[config.mk]
export PLATFORM = sky130hd
export DESIGN_NAME = systick_timer
export DESIGN_NICKNAME = d
export VERILOG_FILES = /design/src/rtl/systick_pkg.sv /design/src/rtl/systick_tick_gen.sv /design/src/rtl/systick_counter.sv /design/src/rtl/systick_regs.sv /design/src/rtl/systick_timer.sv
export SDC_FILE = /design/constraint.sdc
export NUM_CORES = 1
export LEC_CHECK = 0
export CORE_MARGIN = 5
export CORE_UTILIZATION = 30
export CTS_BUF_LIST = sky130_fd_sc_hd__clkbuf_4
export CTS_CLUSTER_DIAMETER = 60
export DETAILED_ROUTE_END_ITERATION = 8
export PLACE_DENSITY = 0.51
export SYNTH_ARGS = -nofsm -noshare
export SYNTH_HDL_FRONTEND = slang
export SYNTH_SLANG_ARGS = --single-unit
[constraint.sdc]
create_clock -name clk -period 3.95 [get_ports clk]
set_input_delay 0.395 -clock clk [delete_from_list [all_inputs] [get_ports clk]]
set_output_delay 0.395 -clock clk [all_outputs]
set_load 0.1 [all_outputs]
[src/rtl/systick_pkg.sv]
`timescale 1ns/1ps
package systick_pkg;

   // Byte offsets of the four word registers
   localparam int unsigned OFS_CTRL   = 32'h10;
   localparam int unsigned OFS_RELOAD = 32'h14;
   localparam int unsigned OFS_CURR   = 32'h18;
   localparam int unsigned OFS_CALIB  = 32'h1C;

   // Position of the sticky expiry flag in the control word
   localparam int unsigned FLAG_BIT   = 16;
   localparam int unsigned CTRL_BITS  = 3;

   // Writable control bits, MSB first: [2] source, [1] request enable, [0] run
   typedef struct packed {
      logic core_sel;
      logic int_en;
      logic run;
   } tmr_ctrl_t;

   typedef enum logic [2:0] {
      RS_NONE,
      RS_CTRL,
      RS_RELOAD,
      RS_CURR,
      RS_CALIB
   } reg_sel_e;

endpackage

[src/rtl/systick_tick_gen.sv]
`timescale 1ns/1ps
module systick_tick_gen #(
   parameter bit EXT_TICK = 1'b1
) (
   input  logic run,
   input  logic core_sel,
   input  logic ref_tick,
   output logic tick
);

   generate
      if (EXT_TICK) begin : g_ext
         // Reference tick is only consulted when the core clock is not selected
         assign tick = run & (core_sel | ref_tick);
      end else begin : g_core_only
         logic unused_tick_in;
         assign unused_tick_in = core_sel ^ ref_tick;
         assign tick = run;
      end
   endgenerate

endmodule

[src/rtl/systick_counter.sv]
`timescale 1ns/1ps
module systick_counter #(
   parameter int unsigned CNT_W = 24
) (
   input  logic             clk,
   input  logic             rst_n,
   input  logic             run,
   input  logic             tick,
   input  logic             clr,
   input  logic [CNT_W-1:0] reload,
   output logic [CNT_W-1:0] count,
   output logic             expire
);

   localparam logic [CNT_W-1:0] CNT_ONE  = CNT_W'(1);
   localparam logic [CNT_W-1:0] CNT_ZERO = '0;

   logic [CNT_W-1:0] count_q;

   // Expiry is the step from one to zero; a clearing write takes precedence
   assign expire = tick & ~clr & (count_q == CNT_ONE);
   assign count  = count_q;

   always_ff @(posedge clk) begin
      if (!rst_n) begin
         count_q <= CNT_ZERO;
      end else if (!run || clr) begin
         count_q <= CNT_ZERO;
      end else if (tick) begin
         if (count_q == CNT_ZERO) begin
            count_q <= reload;
         end else begin
            count_q <= count_q - CNT_ONE;
         end
      end
   end

   // each active tick above one lowers the count by exactly one
   p_step_down_r6: assert property (@(posedge clk) disable iff (!rst_n)
      (run && tick && !clr && count_q > CNT_ONE) |=> (count_q == $past(count_q) - CNT_ONE));

   // a timer that has been off for two edges holds zero
   p_idle_zero_r7: assert property (@(posedge clk) disable iff (!rst_n)
      (!run && $past(!run)) |-> (count_q == CNT_ZERO));

   // a zero reload never leaves zero
   p_zero_reload_hold_r8: assert property (@(posedge clk) disable iff (!rst_n)
      (count_q == CNT_ZERO && reload == CNT_ZERO) |=> (count_q == CNT_ZERO));

endmodule

[src/rtl/systick_regs.sv]
`timescale 1ns/1ps
module systick_regs
   import systick_pkg::*;
#(
   parameter int unsigned DATA_W    = 32,
   parameter int unsigned CNT_W     = 24,
   parameter int unsigned ADDR_W    = 8,
   parameter int unsigned CALIB_VAL = 32'h4000_2710
) (
   input  logic              clk,
   input  logic              rst_n,
   input  logic              bus_sel,
   input  logic              bus_wr,
   input  logic [ADDR_W-1:0] bus_addr,
   input  logic [DATA_W-1:0] bus_wdata,
   input  logic [CNT_W-1:0]  count,
   input  logic              expire,
   output logic [DATA_W-1:0] bus_rdata,
   output logic              run,
   output logic              int_en,
   output logic              core_sel,
   output logic [CNT_W-1:0]  reload,
   output logic              clr_cnt,
   output logic              cnt_flag,
   output logic              irq
);

   localparam logic [ADDR_W-1:0] A_CTRL   = ADDR_W'(OFS_CTRL);
   localparam logic [ADDR_W-1:0] A_RELOAD = ADDR_W'(OFS_RELOAD);
   localparam logic [ADDR_W-1:0] A_CURR   = ADDR_W'(OFS_CURR);
   localparam logic [ADDR_W-1:0] A_CALIB  = ADDR_W'(OFS_CALIB);
   localparam logic [DATA_W-1:0] CALIB_W  = DATA_W'(CALIB_VAL);

   reg_sel_e         sel;
   tmr_ctrl_t        ctrl_q;
   logic [CNT_W-1:0] reload_q;
   logic             flag_q;
   logic             irq_q;
   logic             wr_ctrl, wr_reload, rd_ctrl;
   logic             unused_wdata;

   assign unused_wdata = ^bus_wdata;

   always_comb begin
      sel = RS_NONE;
      if (bus_sel) begin
         unique case (bus_addr)
            A_CTRL:   sel = RS_CTRL;
            A_RELOAD: sel = RS_RELOAD;
            A_CURR:   sel = RS_CURR;
            A_CALIB:  sel = RS_CALIB;
            default:  sel = RS_NONE;
         endcase
      end
   end

   assign wr_ctrl   = bus_wr  && (sel == RS_CTRL);
   assign wr_reload = bus_wr  && (sel == RS_RELOAD);
   assign clr_cnt   = bus_wr  && (sel == RS_CURR);
   assign rd_ctrl   = !bus_wr && (sel == RS_CTRL);

   always_ff @(posedge clk) begin
      if (!rst_n) begin
         ctrl_q   <= '0;
         reload_q <= '0;
         flag_q   <= 1'b0;
         irq_q    <= 1'b0;
      end else begin
         if (wr_ctrl) begin
            ctrl_q <= tmr_ctrl_t'(bus_wdata[CTRL_BITS-1:0]);
         end
         if (wr_reload) begin
            reload_q <= bus_wdata[CNT_W-1:0];
         end
         // A fresh expiry beats the read side effect
         if (expire) begin
            flag_q <= 1'b1;
         end else if (clr_cnt || rd_ctrl) begin
            flag_q <= 1'b0;
         end
         irq_q <= expire & ctrl_q.int_en;
      end
   end

   always_comb begin
      bus_rdata = '0;
      if (bus_sel && !bus_wr) begin
         unique case (sel)
            RS_CTRL: begin
               bus_rdata[CTRL_BITS-1:0] = ctrl_q;
               bus_rdata[FLAG_BIT]      = flag_q;
            end
            RS_RELOAD: bus_rdata[CNT_W-1:0] = reload_q;
            RS_CURR:   bus_rdata[CNT_W-1:0] = ctrl_q.run ? count : '0;
            RS_CALIB:  bus_rdata            = CALIB_W;
            default:   bus_rdata            = '0;
         endcase
      end
   end

   assign run      = ctrl_q.run;
   assign int_en   = ctrl_q.int_en;
   assign core_sel = ctrl_q.core_sel;
   assign reload   = reload_q;
   assign cnt_flag = flag_q;
   assign irq      = irq_q;

   // a control read with no concurrent expiry leaves the flag clear
   p_flag_clear_after_read_r3: assert property (@(posedge clk) disable iff (!rst_n)
      (rd_ctrl && !expire) |=> !flag_q);

   // the request never lasts two cycles
   p_irq_single_r5: assert property (@(posedge clk) disable iff (!rst_n)
      irq_q |=> !irq_q);

   // a request is always accompanied by the latched flag
   p_irq_with_flag_r5: assert property (@(posedge clk) disable iff (!rst_n)
      irq_q |-> flag_q);

endmodule

[src/rtl/systick_timer.sv]
`timescale 1ns/1ps
module systick_timer #(
   parameter int unsigned DATA_W    = 32,
   parameter int unsigned CNT_W     = 24,
   parameter int unsigned ADDR_W    = 8,
   parameter bit          EXT_TICK  = 1'b1,
   parameter int unsigned CALIB_VAL = 32'h4000_2710
) (
   input  logic              clk,
   input  logic              rst_n,
   input  logic              ref_tick,
   input  logic              bus_sel,
   input  logic              bus_wr,
   input  logic [ADDR_W-1:0] bus_addr,
   input  logic [DATA_W-1:0] bus_wdata,
   output logic [DATA_W-1:0] bus_rdata,
   output logic              irq_pend
);

   generate
      if (DATA_W < systick_pkg::FLAG_BIT + 1) begin : g_bad_data_w
         $error("DATA_W must hold the flag bit");
      end
      if (CNT_W < 2 || CNT_W > DATA_W) begin : g_bad_cnt_w
         $error("CNT_W must be between 2 and DATA_W");
      end
      if (ADDR_W < 5) begin : g_bad_addr_w
         $error("ADDR_W must reach the highest register offset");
      end
   endgenerate

   logic             run, int_en, core_sel, tick;
   logic             clr_cnt, expire, cnt_flag;
   logic [CNT_W-1:0] reload, count;
   logic             unused_int_en;

   assign unused_int_en = int_en;

   systick_regs #(
      .DATA_W    (DATA_W),
      .CNT_W     (CNT_W),
      .ADDR_W    (ADDR_W),
      .CALIB_VAL (CALIB_VAL)
   ) u_regs (
      .clk       (clk),
      .rst_n     (rst_n),
      .bus_sel   (bus_sel),
      .bus_wr    (bus_wr),
      .bus_addr  (bus_addr),
      .bus_wdata (bus_wdata),
      .count     (count),
      .expire    (expire),
      .bus_rdata (bus_rdata),
      .run       (run),
      .int_en    (int_en),
      .core_sel  (core_sel),
      .reload    (reload),
      .clr_cnt   (clr_cnt),
      .cnt_flag  (cnt_flag),
      .irq       (irq_pend)
   );

   systick_tick_gen #(
      .EXT_TICK (EXT_TICK)
   ) u_tick (
      .run      (run),
      .core_sel (core_sel),
      .ref_tick (ref_tick),
      .tick     (tick)
   );

   systick_counter #(
      .CNT_W (CNT_W)
   ) u_cnt (
      .clk    (clk),
      .rst_n  (rst_n),
      .run    (run),
      .tick   (tick),
      .clr    (clr_cnt),
      .reload (reload),
      .count  (count),
      .expire (expire)
   );

   // a current-value write leaves counter and flag both empty
   p_wr_curr_clears_r4: assert property (@(posedge clk) disable iff (!rst_n)
      clr_cnt |=> (count == '0 && !cnt_flag));

endmodule

-- Word-level counts from Yosys, hierarchy flattened
Cells that the tools add are included.
- output and inout bits: 33
- register bits: 53
- input port bits: 45
- word-level logic and storage cells: 48
- add/sub/neg operators: 1
- reductions and logical operators: 12
- mux-type cells: 12
- eq/ne operators: 9
- bitwise logic cells: 7
- operators with widths (kind ; number):
    $mux W24 ; 2
    $pmux W13 S3 ; 1
    $eq A8 B5 Y1 const B ; 4
    $mux W32 ; 1
    $eq A24 B1 Y1 const B ; 1
    $logic_not A24 Y1 ; 1
    $sub A24 B1 Y24 const B ; 1
    $pmux W7 S2 ; 1
    $pmux W3 S4 ; 1
    $pmux W3 S3 ; 1
    $mux W7 ; 1
    $eq A3 B2 Y1 const B ; 2
    $logic_and A1 B1 Y1 ; 5
    $and A1 B1 Y1 ; 4
    $eq A3 B1 Y1 const B ; 1
    $eq A3 B3 Y1 const B ; 1
    $mux W3 ; 1
    $pmux W1 S3 ; 1
    $logic_not A1 Y1 ; 2
    $logic_or A1 B1 Y1 ; 2
    $mux W1 ; 2
    $not A1 Y1 ; 2
    $reduce_bool A2 Y1 ; 1
    $reduce_or A2 Y1 ; 1
    $or A1 B1 Y1 ; 1

-- Longest topological paths before layout
- depth in word-level cells: 9
- depth in mapped cells: 8
- depth with buffers taken out: 7

-- By module
A second synthesis with hierarchy kept.
- cells, all modules: 459
- area, all modules: 3530.9 um^2
- modules (own cells, without submodules) (module ; instances ; sequential area each (um^2) ; area an instance (um^2) ; cells each):
    systick_regs ; 1 ; 580.6 ; 1851.8 ; 238
    systick_counter ; 1 ; 480.5 ; 1671.6 ; 220
    systick_tick_gen ; 1 ; 0.0 ; 7.5 ; 1

-- Worst setup path after synthesis
OpenSTA, ideal clock, no wires.
- path kind: in2out
- start point: input port bus_addr[1]
- end point: output port bus_rdata[16]
- data required time: 3.555 ns
- buffers on the path: 2
- setup slack: -0.076 ns
- arrival time: 3.631 ns
- stages: 6
- cells stage by stage: or4b_2 clkbuf_1 nor4b_2 clkbuf_1 a22oi_1 a21oi_1
- cells in the longest elaborated chain, start to end: 6
- elaborated cells on any way between the ends: 11
- those cells by class: eq/ne: 7; mux: 4
- ends and longest elaborated chain (what ; RTL line ; source):
    start: declaration ; systick_timer.sv:14 ; input logic [ADDR_W-1:0] bus_addr,
    $eq A8 B5 Y1 ; systick_regs.sv:47 ; unique case (bus_addr)
    $pmux W3 S4 * ; systick_regs.sv:47 ;
    $mux W3 * ; systick_regs.sv:46 ; if (bus_sel) begin
    $eq A3 B2 Y1 or $eq A3 B1 Y1 (tied branches) ; systick_regs.sv:88 ; unique case (sel)
    $pmux W1 S3 * ; systick_regs.sv:88 ;
    $mux W32 * ; systick_regs.sv:87 ; if (bus_sel && !bus_wr) begin
    end: declaration ; systick_timer.sv:16 ; output logic [DATA_W-1:0] bus_rdata,
Every way passes the cells marked *; elsewhere a longest branch is shown, timed or not.

-- Worst setup path after layout
- start point: input port bus_addr[1]
- end point: output port bus_rdata[7]
- cells in the longest elaborated chain, start to end: 6
- elaborated cells on any way between the ends: 11
- those cells by class: eq/ne: 7; mux: 4
- ends and longest elaborated chain (what ; RTL line):
    $eq A8 B5 Y1 ; systick_regs.sv:47
    $pmux W3 S4 * ; systick_regs.sv:47
    $mux W3 * ; systick_regs.sv:46
    $eq A3 B3 Y1 or $eq A3 B2 Y1 (tied branches) ; systick_regs.sv:88
    $pmux W13 S3 * ; systick_regs.sv:88
    $mux W32 * ; systick_regs.sv:87
Marks and branches as above.

==> results.tsv <==
stage	metric	value	unit
floorplanning	die_y	111.2	um
hold_path	hold_end	u_regs.reload[20]	
hold_path	hold_depth	2	
sta	rsz0062_at_grt	no	
floorplanning	die_w	111.2	um
final_layout	areaGrowthSynthToFinish	33.86	%
pwr	leakagePower	0.001306	uW
logic_synthesis	async_flop_share	0	%
worst_setup_path	crit_fanout	13	
logic_synthesis	yosysSeqAreaShare	34.56	%
sta	fin_crit_sh	86.61	%
clocking	cts_tree	done	
floorplanning	io-pin-count	78	
route	vias_per_cell	5.492	
logic_synthesis	synth_flop_cell	dfxtp_1	
route	wirelength	10.37	mm
logic_synthesis	syn_area_per_cell	7.346	um^2
hold_path	worstHoldStart	u_regs.reload[20]	
global_route	overflow	0	
route	drc	0	
sta	final.setup.tns	0	ns
worst_setup_path	cp-startpoint	bus_addr[1]	
clocking	clk_pin_slew	0.18	ns
sta	slew_headroom	27.41	%
clocking	cts_max_level	2	
place	dpl.hpwl	7.570	mm
sta	tightest_slew	1.082	ns
floorplanning	core_region_area	0.01014	mm^2
worst_setup_path	timing.critical_path.buf_inv	2	
final_layout	drive_gt1_share	13.70	%
route	ant_nets	0	
worst_setup_path	cp_num_cells	6	
worst_setup_path	cpPeakStageDelay	0.77	ns
sta	finClkSkew	0.01473	ns
clocking	ctsResizeCount	0	
final_layout	final_cell_mix	nand2_1 (82), dfxtp_1 (53), clkdlybuf4s50_1 (37)	
worst_setup_path	crit_path_start_kind	primary input	
floorplanning	rows	37	
worst_setup_path	required	3.56	ns
worst_setup_path	r2r-end	u_cnt.count[1]	
worst_setup_path	reg2reg_from	u_cnt.count[16]	
logic_synthesis	yosysTopAreaCellShare	34.56	%
route	wl_per_cell	17.16	um
worst_setup_path	crit_family	simple AND/OR/NAND/NOR gates	
sta	finalHoldViolations	0	
clocking	post_cts_buffers	0	
worst_setup_path	crit_path_end_kind	output port	
logic_synthesis	ys_types	54	
sta	hold-worst-slack	0.4886	ns
global_route	grt_first_pass_wirelength	16.88	mm
logic_synthesis	netlist_top_cells_area	dfxtp_1 (35%), nand2_1 (10%), a21oi_1 (5.7%), a22oi_1 (4.9%), nor2_1 (4.2%)	
route	vias	3317	
clocking	cts_hold_buffers	0	
run_status	status	finished clean	
sta	setup_viol	0	
logic_synthesis	syn-cell-area	0.003070	mm^2
logic_synthesis	yosys.area.top_type	dfxtp_1	
worst_setup_path	cpMaxStageDelayCell	or4b_2	
global_route	track_usage	16.63	%
job	drv_cap	0	
final_layout	fill_cells	1045	
global_route	grt_pass1_vias	3182	
final_layout	layout_commonest_cell	nand2_1	
worst_setup_path	worstRegToRegCells	5	
sta	fin_crit	3.421	ns
clocking	clock_sinks	53	
clocking	clock_latency	0.41	ns
sta	slew_violations	0	
global_route	grt_max_degree	31	
floorplanning	fp.dieArea	0.01236	mm^2
worst_setup_path	crit_type	primary input to output port	
clocking	cts.root.buffer_cell	clkbuf_4	
route	first_pass_iters	5	
global_route	antenna_found_initial	1	
clocking	cts_buffer_depth	2	
worst_setup_path	cp_cell_sequence	clkdlybuf4s50_1 -> or4b_2 -> nor4_1 -> o21ai_1 -> nor2_1 -> buf_12	
logic_synthesis	syn_inst	418	
hold_path	hold_path.class	flip-flop to flip-flop	
place	place.gp.congestion	0.8905	
clocking	numCtsBuffers	5	
place	io_buffers	62	
sta	clock.fmax	292.3	MHz
worst_setup_path	crit_arrival	3.03	ns
logic_synthesis	synth_edf_count	0	
final_layout	fin_nets	514	
floorplanning	start_util	30.29	%
logic_synthesis	ys_seq_elements	53	
route	drtIter0Drc	166	
worst_setup_path	r2r_slack	0.98	ns
pwr	power.density	221.0	mW/mm^2
pwr	vdd_ir_drop_max	0.0001104	V
logic_synthesis	ys.warnings.count	0	
## metal layers
metal | share of wire (%) | GRT usage (%) | vias to the layer above
li1 | - | - | 1621
met1 | 47 | 23.14 | 1570
met2 | 46 | 25.81 | 118
met3 | 6.5 | 3.548 | 8
met4 | 0.98 | 4.947 | 0
met5 | 0 | 0 | -
## synth_stat cells, types with 2 or more instances
cell,count
nor2_1,34
a22oi_1,20
buf_4,7
or4b_2,3
and3_1,2
inv_1,6
or3_1,8
or4_4,2
nor4_1,10
nor3_1,19
o22ai_1,3
a41oi_1,2
nand3b_1,2
a221oi_1,6
a211oi_1,3
a32oi_1,4
nand3_1,18
clkbuf_1,25
or2_2,2
nand2_1,82
mux2i_1,2
buf_2,3
o21a_1,4
nand4_1,3
o221a_2,2
ha_1,3
a21oi_1,35
o21ai_0,7
nand2b_1,2
dfxtp_1,53
a31oi_1,12
o31ai_1,2
o2bb2ai_1,2
o41ai_1,4
or4_1,6
nor2b_1,2
## final cells by class
cell class,instances,area (um^2),share of cell area [%]
clock inverter,3,28.78,0.7002
tap,136,170.2,4.140
timing repair buffer,73,928.4,22.59
clock buffer,5,37.54,0.9132
multi-input combinational,326,1856,45.14
sequential,53,1061,25.81
inverter,7,26.28,0.6393
antenna,1,2.502,0.06088
## kinds of logic (layout without fill, tap and decap cells)
| kind of cell | after synthesis | in the layout | share of synthesized area [%] |
|---|---|---|---|
| AO/OA/AOI/OAI | 110 | 110 | 24.20 |
| adder cells (fa/ha/maj) | 3 | 3 | 1.223 |
| other | 1 | 8 | 0.1221 |
| buffers and inverters | 45 | 88 | 6.764 |
| flip-flops | 53 | 53 | 34.56 |
| AND/OR/NAND/NOR | 203 | 203 | 32.11 |
| multiplexers | 3 | 3 | 1.019 |
## how the worst max path moves through the flow
stage                          to
global route         bus_rdata[7]
finish               bus_rdata[7]
floorplan           bus_rdata[13]
global placement    bus_rdata[14]
detailed placement  bus_rdata[15]
CTS                 bus_rdata[15]
## power by group
part | total, uW | internal [uW] | switching (uW)
registers | 536 | 535 | 0.223
clock network | 288 | 79.0 | 209
logic | 84.6 | 35.0 | 49.6
## registers in the layout (all words and copies together) (netlist names)
name and cells:
u_regs.cnt_flag 1, u_cnt.count 24, u_regs.core_sel 1, u_regs.run 1, u_regs.int_en 1, u_regs.reload 24
u_regs.irq 1
## metrics by stage
stage                     utilization [%]  total power [uW]  instances  instance area (um^2)  setup WS [ns]
after floorplan                         -             593.9        424                  3109         0.1487
after global placement              39.86             630.8        595                  4041         0.5949
after detailed placement            39.86             631.1        595                  4041         0.5633
after CTS                           40.52             916.2        603                  4108         0.5557
after global routing                40.54             940.7        604                  4110         0.3267
final                               40.54             908.4        604                  4110         0.5289
## worst register-to-register path: cells and delay by family (launching register included)
family	cells	cell delay (ns)
DFF	1	0.44
AOI/OAI and AO/OA	1	0.33
and+or+nand+nor	4	2.10
No activity file was read; power rests on OpenSTA's default activity.
